File: src/rtl/sync_rx_pkg.sv
// Package: shared mode encoding and CRC constants for the sync-hunt receiver.
// Assumes a 16-bit CRC and a two-bit mode field.
package sync_rx_pkg;
    typedef enum logic [1:0] {
        MODE_SINGLE = 2'd0,
        MODE_DOUBLE = 2'd1,
        MODE_EXT    = 2'd2,
        MODE_SINGLE_ALT = 2'd3
    } hunt_mode_e;

    localparam int          CRC_W       = 16;
    localparam logic [15:0] POLY_CRC16  = 16'h8005;
    localparam logic [15:0] POLY_CCITT  = 16'h1021;
    localparam logic [15:0] SEED_CRC16  = 16'h0000;
    localparam logic [15:0] SEED_CCITT  = 16'hFFFF;
endpackage

File: src/rtl/sync_window.sv
// Sliding pattern window: shifts one bit per strobe (new bit enters at the
// top, so the first received bit ends at bit 0) and reports a match of
// either the upper half against the low pattern half, or the whole window
// against the whole pattern. Assumes W is even. A fill counter keeps a
// match from being reported before enough bits have arrived since a clear.
module sync_window #(
    parameter int W = 16
) (
    input  logic         clk,
    input  logic         rst_n,
    input  logic         clear,
    input  logic         shift,
    input  logic         din,
    input  logic         wide,
    input  logic [W-1:0] pattern,
    output logic         match
);
    localparam int HALF = W / 2;
    localparam int FW   = $clog2(W + 1);

    logic [W-1:0]  win;
    logic [W-1:0]  win_nxt;
    logic [FW-1:0] fill;
    logic          half_hit;
    logic          full_hit;

    // Candidate window including the bit on the input this cycle.
    always_comb begin
        win_nxt  = {din, win[W-1:1]};
        half_hit = (win_nxt[W-1:HALF] == pattern[HALF-1:0]) && (fill >= FW'(HALF - 1));
        full_hit = (win_nxt == pattern) && (fill >= FW'(W - 1));
        match    = shift && (wide ? full_hit : half_hit);
    end

    // Window and fill-count update.
    always_ff @(posedge clk) begin
        if (!rst_n || clear) begin
            win  <= '0;
            fill <= '0;
        end else if (shift) begin
            win  <= win_nxt;
            if (fill != FW'(W))
                fill <= fill + FW'(1);
        end
    end
endmodule

File: src/rtl/char_framer.sv
// Character framer: gathers LSB-first bits into characters of CW-3+len_code
// bits and emits each right-justified with a one-cycle valid pulse.
// Assumes CW >= 4. Held empty while enable is low.
module char_framer #(
    parameter int CW = 8
) (
    input  logic          clk,
    input  logic          rst_n,
    input  logic          enable,
    input  logic          shift,
    input  logic          din,
    input  logic [1:0]    len_code,
    output logic          out_valid,
    output logic [CW-1:0] out_data
);
    localparam int CNTW = $clog2(CW + 1);

    logic [CW-1:0]   sh;
    logic [CW-1:0]   sh_nxt;
    logic [CNTW-1:0] cnt;
    logic [CNTW-1:0] need;
    logic [CNTW-1:0] gap;
    logic            last;

    // Length decode and end-of-character detection.
    always_comb begin
        sh_nxt = {din, sh[CW-1:1]};
        need   = CNTW'(CW - 3) + CNTW'(len_code);
        gap    = CNTW'(CW) - need;
        last   = enable && shift && (cnt == need - CNTW'(1));
    end

    // Assembly register, bit counter and output character.
    always_ff @(posedge clk) begin
        if (!rst_n) begin
            sh        <= '0;
            cnt       <= '0;
            out_valid <= 1'b0;
            out_data  <= '0;
        end else begin
            out_valid <= 1'b0;
            if (!enable) begin
                sh  <= '0;
                cnt <= '0;
            end else if (last) begin
                out_valid <= 1'b1;
                out_data  <= sh_nxt >> gap;
                sh        <= '0;
                cnt       <= '0;
            end else if (shift) begin
                sh  <= sh_nxt;
                cnt <= cnt + CNTW'(1);
            end
        end
    end
endmodule

File: src/rtl/crc_accum.sv
// Bit-serial 16-bit CRC: preset to a polynomial-specific seed, then one
// step per data bit, MSB-feedback form. Appending the remainder MSB first
// drives it back to zero. Preset wins over advance.
module crc_accum
    import sync_rx_pkg::*;
(
    input  logic             clk,
    input  logic             rst_n,
    input  logic             preset,
    input  logic             sel,
    input  logic             advance,
    input  logic             din,
    output logic [CRC_W-1:0] crc
);
    logic [CRC_W-1:0] poly;
    logic             fb;

    // Polynomial selection and feedback bit.
    always_comb begin
        poly = sel ? POLY_CCITT : POLY_CRC16;
        fb   = crc[CRC_W-1] ^ din;
    end

    // Accumulator register.
    always_ff @(posedge clk) begin
        if (!rst_n)
            crc <= '0;
        else if (preset)
            crc <= sel ? SEED_CCITT : SEED_CRC16;
        else if (advance)
            crc <= {crc[CRC_W-2:0], 1'b0} ^ (fb ? poly : '0);
    end
endmodule

File: src/rtl/sync_hunt_rx.sv
// Top: hunt control for a character-oriented synchronous receiver.
// While hunting, bits feed the pattern window (or ext_sync is watched in
// external mode). On a hit the block leaves the hunt, presets the CRC and
// frames later bits into characters. hunt_cmd has priority over a hit.
module sync_hunt_rx
    import sync_rx_pkg::*;
#(
    parameter int CHAR_W = 8
) (
    input  logic              clk,
    input  logic              rst_n,
    input  logic              rx_valid,
    input  logic              rx_bit,
    input  logic [1:0]        mode,
    input  logic [CHAR_W-1:0] sync_lo,
    input  logic [CHAR_W-1:0] sync_hi,
    input  logic [1:0]        len_code,
    input  logic              crc_sel,
    input  logic              crc_en,
    input  logic              hunt_cmd,
    input  logic              ext_sync,
    output logic              char_valid,
    output logic [CHAR_W-1:0] char_data,
    output logic              sync_found,
    output logic              crc_zero
);
    localparam int WIN_W = 2 * CHAR_W;

    logic             is_ext;
    logic             is_wide;
    logic             win_shift;
    logic             win_clear;
    logic             pat_hit;
    logic             ext_hit;
    logic             found_evt;
    logic             framing;
    logic [CRC_W-1:0] crc;

    // Mode decode and hunt-exit conditions.
    always_comb begin
        is_ext    = (hunt_mode_e'(mode) == MODE_EXT);
        is_wide   = (hunt_mode_e'(mode) == MODE_DOUBLE);
        win_shift = rx_valid && !sync_found && !is_ext && !hunt_cmd;
        win_clear = hunt_cmd || sync_found;
        ext_hit   = !sync_found && is_ext && ext_sync;
        found_evt = (pat_hit || ext_hit) && !hunt_cmd;
        framing   = sync_found && !hunt_cmd;
        crc_zero  = sync_found && (crc == '0);
    end

    // Hunt state: set on a hit, cleared by reset or a hunt command.
    always_ff @(posedge clk) begin
        if (!rst_n || hunt_cmd)
            sync_found <= 1'b0;
        else if (found_evt)
            sync_found <= 1'b1;
    end

    sync_window #(.W(WIN_W)) u_win (
        .clk     (clk),
        .rst_n   (rst_n),
        .clear   (win_clear),
        .shift   (win_shift),
        .din     (rx_bit),
        .wide    (is_wide),
        .pattern ({sync_hi, sync_lo}),
        .match   (pat_hit)
    );

    char_framer #(.CW(CHAR_W)) u_frm (
        .clk       (clk),
        .rst_n     (rst_n),
        .enable    (framing),
        .shift     (rx_valid),
        .din       (rx_bit),
        .len_code  (len_code),
        .out_valid (char_valid),
        .out_data  (char_data)
    );

    crc_accum u_crc (
        .clk     (clk),
        .rst_n   (rst_n),
        .preset  (found_evt),
        .sel     (crc_sel),
        .advance (framing && crc_en && rx_valid),
        .din     (rx_bit),
        .crc     (crc)
    );
endmodule

File: config.mk
export PLATFORM = sky130hd
export DESIGN_NAME = sync_hunt_rx
export DESIGN_NICKNAME = d
export VERILOG_FILES = /design/src/rtl/sync_rx_pkg.sv /design/src/rtl/sync_window.sv /design/src/rtl/char_framer.sv /design/src/rtl/crc_accum.sv /design/src/rtl/sync_hunt_rx.sv
export SDC_FILE = /design/constraint.sdc
export NUM_CORES = 1
export LEC_CHECK = 0
export BUFFER_PORTS_ARGS = -buffer_cell sky130_fd_sc_hd__buf_4
export CAP_MARGIN = 10
export CORE_MARGIN = 3
export CORE_UTILIZATION = 30
export CTS_BUF_LIST = sky130_fd_sc_hd__clkbuf_4 sky130_fd_sc_hd__clkbuf_8
export DETAILED_ROUTE_END_ITERATION = 16
export PLACE_DENSITY = 0.58
export SLEW_MARGIN = 20
export SYNTH_ARGS = -nofsm -noshare
export SYNTH_HDL_FRONTEND = slang
export SYNTH_HIERARCHICAL = 1
export SYNTH_SLANG_ARGS = --single-unit
export TNS_END_PERCENT = 30
File: constraint.sdc
create_clock -name clk -period 3.2 [get_ports clk]
set_input_delay 0.64 -clock clk [delete_from_list [all_inputs] [get_ports clk]]
set_output_delay 0.64 -clock clk [all_outputs]
set_load 0.05 [all_outputs]
==> run_results.csv <==
group,metric,value,unit
outcome,status,"complete, no violations",
timing,timing.fmax,370.0,MHz
global_routing,antenna_found_initial,0,
logic_synthesis,synth_top_cell_by_area,"dfxtp_1",
detailed_routing,drt_first_pass_iters,4,
timing,fin_crit,2.702,ns
power,powerDensity,418.9,nW/um^2
logic_synthesis,synth_top_area_share,36.79,%
detailed_routing,vias,2303,
global_routing,grt.overflow.total,0,
cells_and_area,fin_util,37.40,%
logic_synthesis,syn_inst,304,
power,power.internal,1.163,mW
worst_setup_path,crit_required,3.39,ns
global_routing,first_global_vias,2260,
global_routing,grtUsageTotal,12.38,%
cts,clk_root_buffer_cell,"clkbuf_8",
detailed_routing,vias_per_cell,4.778,
placed_design,dp_hpwl,5.034,mm
logic_synthesis,yosys_warnings,6,
cts,cts_tree,"built",
global_routing,grt_pass1_wl,11.34,mm
logic_synthesis,synth_area,3102,sq um
timing,rsz0062_at_grt,"false",
power,combinationalPowerShare,10.8,%
cells_and_area,fill_cells,1030,
worst_setup_path,ff2ff_setup_slack,0.50,ns
floorplan,io_pins,39,
worst_setup_path,worstPathArrival,2.89,ns
logic_synthesis,synth_flop_cell,"dfxtp_1",
global_routing,grt_max_degree,21,
cells_and_area,instances_no_fill,482,
cells_and_area,multi_input_area,1799,sq um
floorplan,die_w,107.7,um
power,switching_power,389.0,uW
detailed_routing,drtIter0Drc,88,
cts,post_cts_buffers,0,
placed_design,place_ws,0.4045,ns
cts,clk_pin_slew,0.06,ns
floorplan,die_area,11600,sq um
cells_and_area,diodes,0,
cts,cts_made_buffers,9,
logic_synthesis,synth_edf_count,0,
floorplan,rows,36,
cells_and_area,fin_nets,378,
placed_design,place_inst,466,
cells_and_area,drive_gt1_share,24.07,%
power,peakVddDrop,263.2,uV
flow_run,drv_cap,0,
cells_and_area,regArea,1141,sq um
timing,tightest_slew,0.4855,ns
power,p_sw_share,25.06,%
worst_setup_path,crit_path_end_kind,"register",
timing,relSlewSlack,67.61,%
cts,cts.sinks,57,
worst_setup_path,rr_endpoint,"u_crc/crc[5]$_SDFFE_PN0P_",
detailed_routing,routed_wl,6.740,mm
timing,timing.final.ws_setup,0.4975,ns
logic_synthesis,synth_seq_cells,57,
detailed_routing,drc,0,
timing,finalSetupViolCount,0,
worst_setup_path,r2r_start,"u_win/fill[0]$_SDFFE_PP0P_",
floorplan,start_util,31.30,%
min_path,whs_endpoint,"u_frm/out_data[0]$_SDFFE_PN0P_",
logic_synthesis,ys_top_cells_by_area,"dfxtp_1 37%, mux2i_1 12%, xnor2_1 6.2%",
placed_design,numPortBuffers,38,
min_path,hp-class,"register to register",
logic_synthesis,synth.distinct_cells,57,
timing,hold_violations,0,
worst_setup_path,crit_type,"register to register",
logic_synthesis,syn_avg_cell_area,10.20,sq um
power,p_leak,1.322,nW
detailed_routing,ant_nets,0,
cts,clk-insertion-delay-late,0.34,ns
power,seq_power_share,46.9,%
floorplan,die_y,107.7,um
worst_setup_path,worstRegToRegCells,12,
timing,finalClockSkew,0.01181,ns
cells_and_area,area.growth.synth_to_final,19.48,%
cts,cts_repair_resize_count,0,
timing,finalMaxSlewViolations,0,
placed_design,gp_congestion,0.8411,
worst_setup_path,critPathLaunchType,"register",
logic_synthesis,ys_seq_area_share,36.79,%
floorplan,core_area,9910,sq um
min_path,worstHoldStart,"u_frm/out_data[0]$_SDFFE_PN0P_",
cts,h-tree-depth,3,
worst_setup_path,crit_path_max_fanout,8,
detailed_routing,route.detailed.wl_per_inst,13.98,um
timing,fin_tns_setup,0,ns
cts,postCtsHoldBufs,0,
power,pwr-share-clk,42.2,%
timing,period_share,84.45,%
min_path,whs_path_depth,2,
power,p_total,1.552,mW
logic_synthesis,ys_async_sr_fraction,0,%
cts,cts_buffer_depth,2,
logic_synthesis,syn-num-nets,338,
## power groups by stage
stage | Clock [mW] | Combinational [mW] | Sequential [mW]
2_1_floorplan | 0 | 0.112 | 0.743
3_3_place_gp | 0 | 0.166 | 0.744
3_5_place_dp | 0 | 0.169 | 0.744
4_1_cts | 0.675 | 0.169 | 0.728
5_1_grt | 0.708 | 0.183 | 0.729
6_report | 0.655 | 0.168 | 0.729
## critical path: stages (launching register included)
cell	delay, ns
dfxtp_1	0.32
ha_1	0.23
and3_1	0.19
ha_1	0.17
a311oi_1	0.32
nor3_1	0.11
a22o_1	0.22
a31oi_1	0.16
nor2_1	0.07
buf_4	0.16
or3b_1	0.35
mux2i_1	0.20
a2111oi_2	0.06
## cells in the final DEF (no fill, tap or decap), types with 2 or more instances in the layout
cell type	netlist	routed
mux2i_1	38	38
dfxtp_1	57	57
o21ai_2	2	2
o32ai_1	7	7
clkinv_2	0	4
inv_1	19	19
a2111oi_2	3	3
nand2_1	7	7
or3b_1	2	2
clkbuf_8	1	9
buf_4	0	45
xnor2_1	22	22
nand3_1	3	3
and2_1	3	3
a21oi_1	12	12
nor3_1	4	4
nand4_1	6	6
a211oi_1	2	2
ha_1	6	6
nor4_2	4	4
nor2_1	37	37
mux4_2	5	5
xor2_1	11	11
o22ai_1	2	2
nor2b_1	4	4
nand4b_1	2	2
## metal layers
layer  track usage (%)  wire [um]  share of wire [%]  vias to the layer above
met5                 0          0                  0                        -
met4             4.328         85                1.3                        0
met3             3.779        278                4.1                        8
met2             17.85       2930                 43                       45
met1             17.37       3446                 51                     1089
li1                  -          -                  -                     1161
## state kept, by name, indices dropped and copies added (netlist names)
signal           count
u_frm/sh             7
u_frm/out_valid      1
u_win/win           15
u_win/fill           5
sync_found           1
u_frm/cnt            4
u_crc/crc           16
u_frm/out_data       8
## cell usage after synthesis, types with 2 or more instances
cell,instances
a2111oi_2,3
a211oi_1,2
a21oi_1,12
and2_1,3
buf_2,9
buf_6,2
clkbuf_1,3
dfxtp_1,57
ha_1,6
inv_1,19
mux2i_1,38
mux4_2,5
nand2_1,7
nand3_1,3
nand4_1,6
nand4b_1,2
nor2_1,37
nor2b_1,4
nor3_1,4
nor4_2,4
nor4b_1,2
o21ai_2,2
o22ai_1,2
o32ai_1,7
or3b_1,2
xnor2_1,22
xor2_1,11
## stage by stage
step / hold slack (ns) / instance area, sq um
after global routing: 0.4814 / 3706
after global placement: 0.4479 / 3516
final: 0.4597 / 3706
after CTS: 0.4611 / 3706
after detailed placement: 0.4501 / 3516
after floorplan: 0.4546 / 3102
## final cells by class
type	instances	area share (%)
Clock buffer	10	3.545
Clock inverter	6	1.587
Inverter	19	1.924
Multi-Input combinational cell	212	48.55
Sequential cell	57	30.79
Tap cell	133	4.490
Timing Repair Buffer	45	9.115
## cells by family after synthesis
logic type                 synth area share (%)
buffers and inverters                     5.405
AOI/OAI and AO/OA                         11.38
adders and majority gates                 2.420
muxes                                     16.26
DFF                                       36.79
xor gates and xnor gates                  12.59
and+or+nand+nor                           15.17
## worst max path at each step
stage,startpoint,end,cells past startpoint
2_1_floorplan,mode[0],u_crc/crc[10]$_SDFFE_PN0P_,13
3_3_place_gp,mode[1],u_crc/crc[12]$_SDFFE_PN0P_,11
3_5_place_dp,mode[1],u_crc/crc[12]$_SDFFE_PN0P_,12
4_1_cts,u_win/fill[0]$_SDFFE_PP0P_,u_crc/crc[5]$_SDFFE_PN0P_,12
5_1_grt,u_win/fill[0]$_SDFFE_PP0P_,u_crc/crc[5]$_SDFFE_PN0P_,12
6_report,u_win/fill[0]$_SDFFE_PP0P_,u_crc/crc[5]$_SDFFE_PN0P_,12
No activity file was read; power rests on OpenSTA's default activity.
